**src/rtl/vx_pkg.sv**
```systemverilog
package vx_pkg;

   typedef enum logic {
      PWR_ACTIVE = 1'b0,
      PWR_SLEEP  = 1'b1
   } pwr_state_e;

   function automatic bit is_pow2(input int n);
      return (n > 0) && ((n & (n - 1)) == 0);
   endfunction

endpackage

```
**src/rtl/vx_rca.sv**
```systemverilog
module vx_rca #(
   parameter int N = 4
) (
   input  logic [N-1:0] x,
   input  logic [N-1:0] y,
   input  logic         ci,
   output logic [N-1:0] s,
   output logic         co
);
   logic [N:0] cy;

   assign cy[0] = ci;

   for (genvar i = 0; i < N; i++) begin : g_fa
      logic hx;
      assign hx      = x[i] ^ y[i];
      assign s[i]    = hx ^ cy[i];
      assign cy[i+1] = (x[i] & y[i]) | (cy[i] & hx);
   end

   assign co = cy[N];

   always_comb begin

      adder_sum_chk: assert ({co, s} == ({1'b0, x} + {1'b0, y} + {{N{1'b0}}, ci}))
         else $error("adder sum mismatch");
   end

endmodule

```
**src/rtl/vx_mul2.sv**
```systemverilog
module vx_mul2 (
   input  logic [1:0] a,
   input  logic [1:0] b,
   output logic [3:0] p
);
   logic t00, t01, t10, t11, hc;

   assign t00 = a[0] & b[0];
   assign t01 = a[0] & b[1];
   assign t10 = a[1] & b[0];
   assign t11 = a[1] & b[1];

   // half adder on the two middle terms
   assign p[0] = t00;
   assign p[1] = t01 ^ t10;
   assign hc   = t01 & t10;
   // half adder on the top term and its carry
   assign p[2] = t11 ^ hc;
   assign p[3] = t11 & hc;

   always_comb begin

      cell_prod_chk: assert (p == ({2'b00, a} * {2'b00, b}))
         else $error("2x2 cell mismatch");
   end

endmodule

```
**src/rtl/vx_quad.sv**
```systemverilog
module vx_quad #(
   parameter int W = 4
) (
   input  logic [W-1:0]   a,
   input  logic [W-1:0]   b,
   output logic [2*W-1:0] p
);
   if (W < 2 || !vx_pkg::is_pow2(W)) begin : g_bad_w
      $error("vx_quad: W must be a power of two of at least 2");
   end

   if (W == 2) begin : g_leaf
      vx_mul2 cell_i (
         .a (a),
         .b (b),
         .p (p)
      );
   end else begin : g_split
      localparam int H = W / 2;

      logic [W-1:0] p_ll, p_lh, p_hl, p_hh;
      logic [W-1:0] s1, s2, s3, op2, op3;
      logic         c1, c2, c3;

      vx_quad #(.W(H)) q_ll_i (.a(a[H-1:0]), .b(b[H-1:0]), .p(p_ll));
      vx_quad #(.W(H)) q_lh_i (.a(a[H-1:0]), .b(b[W-1:H]), .p(p_lh));
      vx_quad #(.W(H)) q_hl_i (.a(a[W-1:H]), .b(b[H-1:0]), .p(p_hl));
      vx_quad #(.W(H)) q_hh_i (.a(a[W-1:H]), .b(b[W-1:H]), .p(p_hh));

      // cross terms
      vx_rca #(.N(W)) add_x_i (.x(p_lh), .y(p_hl), .ci(1'b0), .s(s1), .co(c1));

      // align upper half of the low-by-low product
      assign op2 = {{H{1'b0}}, p_ll[W-1:H]};
      vx_rca #(.N(W)) add_m_i (.x(s1), .y(op2), .ci(1'b0), .s(s2), .co(c2));

      // upper half: folded carry at its lowest bit, zeros above
      assign op3 = {{(H-1){1'b0}}, (c1 | c2), s2[W-1:H]};
      vx_rca #(.N(W)) add_h_i (.x(p_hh), .y(op3), .ci(1'b0), .s(s3), .co(c3));

      assign p = {s3, s2[H-1:0], p_ll[H-1:0]};

      always_comb begin

         carry_excl_chk: assert (!(c1 && c2))
            else $error("both lower carries set");

         top_carry_chk: assert (!c3)
            else $error("third adder carried out");
      end
   end

   always_comb begin

      level_prod_chk: assert (p == ({{W{1'b0}}, a} * {{W{1'b0}}, b}))
         else $error("level product mismatch");
   end

endmodule

```
**src/rtl/vx_mul_top.sv**
```systemverilog
module vx_mul_top #(
   parameter int OPW = 8,
   localparam int PW = 2 * OPW
) (
   input  logic [OPW-1:0] op_a,
   input  logic [OPW-1:0] op_b,
   input  logic           sleep_en,
   output logic [PW-1:0]  prod
);
   import vx_pkg::*;

   if (OPW < 2 || !is_pow2(OPW)) begin : g_bad_opw
      $error("vx_mul_top: OPW must be a power of two of at least 2");
   end

   pwr_state_e    pstate;
   logic [PW-1:0] core_p;

   assign pstate = pwr_state_e'(sleep_en);

   vx_quad #(.W(OPW)) core_i (
      .a (op_a),
      .b (op_b),
      .p (core_p)
   );

   assign prod = (pstate == PWR_SLEEP) ? '0 : core_p;

   always_comb begin

      sleep_clamp_chk: assert (!sleep_en || (prod == '0))
         else $error("product not clamped in sleep");

      active_prod_chk: assert (sleep_en || (prod == ({{OPW{1'b0}}, op_a} * {{OPW{1'b0}}, op_b})))
         else $error("active product mismatch");
   end

endmodule

```
**config.mk**
```make
export PLATFORM = sky130hd
export DESIGN_NAME = vx_mul_top
export DESIGN_NICKNAME = d
export VERILOG_FILES = /design/src/rtl/vx_pkg.sv /design/src/rtl/vx_rca.sv /design/src/rtl/vx_mul2.sv /design/src/rtl/vx_quad.sv /design/src/rtl/vx_mul_top.sv
export SDC_FILE = /design/constraint.sdc
export NUM_CORES = 1
export LEC_CHECK = 0
export BUFFER_PORTS_ARGS = -buffer_cell sky130_fd_sc_hd__buf_4
export CORE_MARGIN = 3
export CORE_UTILIZATION = 45
export DETAILED_ROUTE_END_ITERATION = 6
export PLACE_DENSITY_LB_ADDON = 0.1
export SYNTH_ARGS = -nofsm -noshare
export SYNTH_HDL_FRONTEND = slang
export SYNTH_SLANG_ARGS = --single-unit
export TNS_END_PERCENT = 10
```
**constraint.sdc**
```tcl
create_clock -name vclk -period 13.4
set_clock_uncertainty 0.1 [all_clocks]
set_input_delay 3.35 -clock vclk [all_inputs]
set_output_delay 3.35 -clock vclk [all_outputs]
set_load 0.05 [all_outputs]
```
==> results.md, run 1 <==
- DP HPWL: 3860 um
- Final WS setup: 253 ps
- Net count, final: 388
- Hold buffers post-CTS: 0
- Final setup violation count: 0
- Hold_sp: sleep_en
- Synth Area in Compound Gates: 0%
- Row count: 25
- Avg Cell Area, Syn: about 9.9 um^2
- Largest family of logic cells by synthesized area: adder cells
- Grt total ovfl: 0
- Crit-path max FO: 2
- Vias in the first global route: roughly 1,700
- Global route hottest layer: met2
- Area grow syn2layout: 19.7%
- Register Area: 0 um^2
- Hold WS: 7010 ps
- Status: finished, final reports clean
- Mapped Area: roughly 2200 um^2
- Final Cycle Share: 98.1%
- Post-place setup slack: -212 ps
- Pwr dens: 122 nW/um^2
- Clock share of power: 0%
- Initial antenna violation count: 0
- Port buffer count: 33
- P_leak: 1.49 nW
- Worst Path Required: 9950 ps
- N_diodes: 0
- Met2 Usage GRT: 29.5%
- Logic pwr share: 100.0%
- Sw Ratio: 59.3%
- Count of flip-flops and latches: 0
- Max_cap viols: 0
- Starting Density: approximately 47%
- Total track usage: 16.1%
- Crit. End Element: primary output
- Internal Power: 133 uW
- Worst VDD drop: 0.000247 V
- Drt total wl: between 4000 and 5000 um
- Die Span Y: 76.7 um
- Vias after detailed routing: approximately 1,600
- Mapped Nets: 344
- Synth unique cells: 12
- DRT Pass-1 Iters: 4
- Drt wl/cell: 12.9 um
- Largest net degree at the start of global routing: 17
- Mux cell area share after synthesis: 0%
- Synth warnings: 0
- GP Congestion: 0.756
- Iter 0 DRT Violations: 38
- CP startpoint kind: input pin
- GR met1 Demand/Resource: 22.1%
- Worst Max-Slew Pin Slew: around 250 ps
- Met3 usage: 0.822%
- Worst EP arrival: 9700 ps
- Fmax: 0.0761 GHz
- Area share of fa/ha/maj cells after synthesis: 67.7%
- Die W: about 77 um
- Worst min path class: in -> out
- Drt drc: 0
- Commonest cells after routing, fill and taps aside: and2_1 (63), ha_1 (59), buf_4 (42), inv_1 (39), fa_1 (31)
- Worst slew margin: a little over four fifths
- Post-layout power: ~330 uW
- Sw Pwr: between 150 and 200 uW
- Layout clock buffer count: 0
- Io pins: 33
- Hold Vio Cnt, Final: 0
- CP Launch Point: op_a[1]
- Unrepaired setup endpoints after global routing: false
- Min Tclk post-route: roughly 13,000 ps
- Setup CP Type: in -> out
- Share of layout cells above drive strength 1: 20.4%
- Reg power frac: 0%
- Setup Fix Bufs, Post-CTS: 0
- First-pass GRT wire length: 7870 um
- Fin. max-slew vios: 0
- Xor and xnor area share after synthesis: 2.22%
- Cell count after synthesis: 228
- Area of the die: between 5000 and 6000 um^2
- Most common cell after layout, fill and taps aside: and2_1
- Seq/Total Area, Yosys: 0%
- Core area: 4790 um^2
- Post-Synth Simple-Gate Area: 23.3%
- DR vias/cell: 4.65
- Antenna Nets Post-Route: 0
## timing repair
| item | in CTS | in global routing |
|---|---|---|
| resized for setup | 7 | 3 |
| setup endpoints to repair | 2 | 2 |
| pin swaps | 1 | 7 |
## path summary, 6_finish.rpt
check	to	slack, ps	depth (start not counted)
min	prod[15]	7010	3
max	prod[15]	250	24
## stage by stage
step	TNS, ps	util, %	cell area (um^2)	std cells
finish	0	56.3	2690	337
global route	0	56.3	2690	337
CTS	0	55.9	2680	337
detailed placement	-357	55.5	2660	337
global placement	-207	55.5	2660	337
floorplan	-73.8	-	2250	228
## cell usage after synthesis
| library cell | number | area share [%] |
|---|---|---|
| nand2b_1 | 3 | 0.83 |
| and2_1 | 63 | 18 |
| buf_2 | 1 | 0.22 |
| or2_2 | 1 | 0.28 |
| ha_1 | 61 | 34 |
| fa_1 | 38 | 34 |
| inv_1 | 39 | 6.5 |
| xor3_1 | 1 | 1.1 |
| xor2_1 | 3 | 1.2 |
| nand2_1 | 1 | 0.17 |
| nor2b_1 | 15 | 4.2 |
| nor2_1 | 2 | 0.33 |
## layer usage
metal  vias to the layer above  share of wire, %  wire length, um
li1                        791                 -                -
met1                       749                48             2070
met2                        24                49             2140
met3                         2               2.6              111
met4                         0              0.18                8
met5                         -                 0                0
## power groups by stage
| stage | clock [mW] | sequential (mW) | combinational (mW) |
|---|---|---|---|
| finish | 0 | 0 | 0.328 |
| global route | 0 | 0 | 0.370 |
| CTS | 0 | 0 | 0.328 |
| detailed placement | 0 | 0 | 0.317 |
| global placement | 0 | 0 | 0.319 |
| floorplan | 0 | 0 | 0.229 |
## critical path, stage by stage
cell and delay (ps):
buf_4 120, and2_1 150, ha_1 320, fa_2 390, fa_1 360, inv_1 70
fa_1 400, inv_1 70, ha_1 230, fa_2 340, fa_1 450, fa_2 350
fa_1 370, ha_1 300, ha_2 180, fa_2 340, fa_2 340, fa_2 340
fa_1 370, ha_1 210, ha_1 180, xor3_1 190, nor2_2 120, buf_6 160
## kinds of logic (layout without fill, tap and decap cells)
| kind of cell | count (synthesis) | in the layout |
|---|---|---|
| xor gates and xnor gates | 4 | 4 |
| adders and majority gates | 99 | 99 |
| buffers and inverters | 40 | 82 |
| and+or+nand+nor | 85 | 85 |
## layout make-up
cell class                      count  area [um^2]
Timing Repair Buffer               43          327
Tap cell                           67         83.8
Inverter                           39          146
Fill cell                         451         2090
Multi-Input combinational cell    188         2140
Note: power is estimated with default switching activity, not from simulation.
==> run 2: changes to the inputs <==
MAX_ROUTING_LAYER = met4   (was unset)
clock period = 16.2 ns   (was 13.4 ns; I/O delays follow)
==> run 2 against run 1 <==
Sequential share of layout area did not move. Hold slack improved by 1400 ps. Wire length fell by 4.9%. Core utilization fell by 2.4 points. Critical path depth did not move. Global-route usage fell by 0.20 points.
==> results.md, run 2 (synthesis gave the netlist of run 1 again) <==
- Fmax: 0.0667 GHz
- Buf+Inv Stages, Crit Path: 4
- Io pins: 33
- Initial antenna violation count: 0
- Worst VDD drop: slightly above 0.0002 V
- CP startpoint kind: input pin
- Antenna Nets Post-Route: 0
- Top delay family on crit path: adder cells
- Area grow syn2layout: 14.5%
- Unrepaired setup endpoints after global routing: false
- Worst Max-Slew Pin Slew: 247 ps
- PostCTS Resize Cnt: 0
- Vias after detailed routing: 1,544
- Final Cycle Share: 92.5%
- Net count, final: 378
- Die Span Y: 76.7 um
- Worst slew margin: 83.5%
- Total track usage: 15.9%
- Slowest-stage cell, CP: fa_1
- Hold Vio Cnt, Final: 0
- Worst EP arrival: about 11,000 ps
- Core area: 4790 um^2
- Hold buffers post-CTS: 0
- Drt wl/cell: 12.6 um
- Share of layout cells above drive strength 1: about an eighth
- Commonest cells after routing, fill and taps aside: and2_1 (63), ha_1 (61), inv_1 (39), fa_1 (38), buf_4 (33)
- Die W: 76.7 um
- Crit-path max FO: 8
- Worst path max stage delay: just under 500 ps
- Hold_sp: op_a[0]
- Final setup violation count: 0
- Filler cell count: between 400 and 500
- CP most frequent cell: fa_1
- Status: finished, final reports clean
- Layout clock buffer count: 0
- DRT Pass-1 Iters: 4
- Setup CP Type: in -> out
- Worst Path Required: approximately 12,000 ps
- Row count: 25
- Crit. End Element: primary output
- GP Congestion: about 0.79
- N_diodes: 0
- Drt drc: 0
- Grt total ovfl: 0
- Pwr dens: 100 nW/um^2
- Register Area: 0 um^2
- Levels on crit path: 24
- Hold Path Depth: 4
- DR vias/cell: ~4.7
- Setup Fix Bufs, Post-CTS: 0
- Ordered list of cells on the worst path: buf_4, and2_1, ha_1, fa_1, fa_1, inv_1, fa_1, inv_1, ha_1, fa_1, fa_1, fa_1, fa_1, ha_1, ha_1, fa_1, fa_1, fa_1, fa_1, ha_1, ha_1, xor3_1, nor2_1, buf_4
- Largest net degree at the start of global routing: 17
- First-pass GRT wire length: 7560 um
- Fin. max-slew vios: 0
- Port buffer count: 33
- Min Tclk post-route: about 15,000 ps
- Fin util: approximately 54%
- Area of the die: slightly below 6000 um^2
- CP Launch Point: op_b[3]
- Max_cap viols: 0
- Total negative slack: 0 ps
- Starting Density: 47.0%
- P_leak: 1.45 nW
- DP HPWL: ~3700 um
- Vias in the first global route: 1,627
- Count of flip-flops and latches: 0
- Most common cell after layout, fill and taps aside: and2_1
- Drt total wl: 4120 um
- Worst min path class: in -> out
- Iter 0 DRT Violations: 11
## run 2: stage by stage
step | hold WS (ps) | total power [mW] | cell area [um^2] | worst slack [ps] | std cells
5_1_grt | 8420 | 0.288 | 2580 | 915 | 327
3_3_place_gp | 8400 | 0.262 | 2580 | 1260 | 327
2_1_floorplan | 8170 | 0.189 | 2250 | 1150 | 228
3_5_place_dp | 8400 | 0.258 | 2580 | 1140 | 327
4_1_cts | 8400 | 0.264 | 2580 | 1170 | 327
6_report | 8400 | 0.258 | 2580 | 1210 | 327
## run 2: area by class of cell
cell class | instances | area [um^2] | area share (%)
multi-input cells | 188 | 2100 | 81.4
repair buffers | 33 | 248 | 9.62
well taps | 67 | 83.8 | 3.25
inverters | 39 | 146 | 5.68
## run 2: metal layers
| layer | wire (um) | GRT usage (%) | part of all wire, % |
|---|---|---|---|
| met5 | 0 | - | 0 |
| met1 | 1990 | 22.7 | 48 |
| met3 | 164 | 0.587 | 4.0 |
| met2 | 1940 | 26.8 | 47 |
| met4 | 15 | 0.543 | 0.36 |
## run 2: worst min-delay path: stages
cell and delay, ps:
buf_4 140, nand2_1 50, nor2_1 30, buf_4 170
## run 2: path summary, 6_finish.rpt
kind | end | slack (ps)
hold / removal | prod[0] | 8400
setup / recovery | prod[15] | 1210
## run 2: where the power goes
part / internal [mW] / switching [mW] / leakage [nW]
registers: 0 / 0 / 0
logic: 0.102 / 0.156 / 1.45
clock network: 0 / 0 / 0
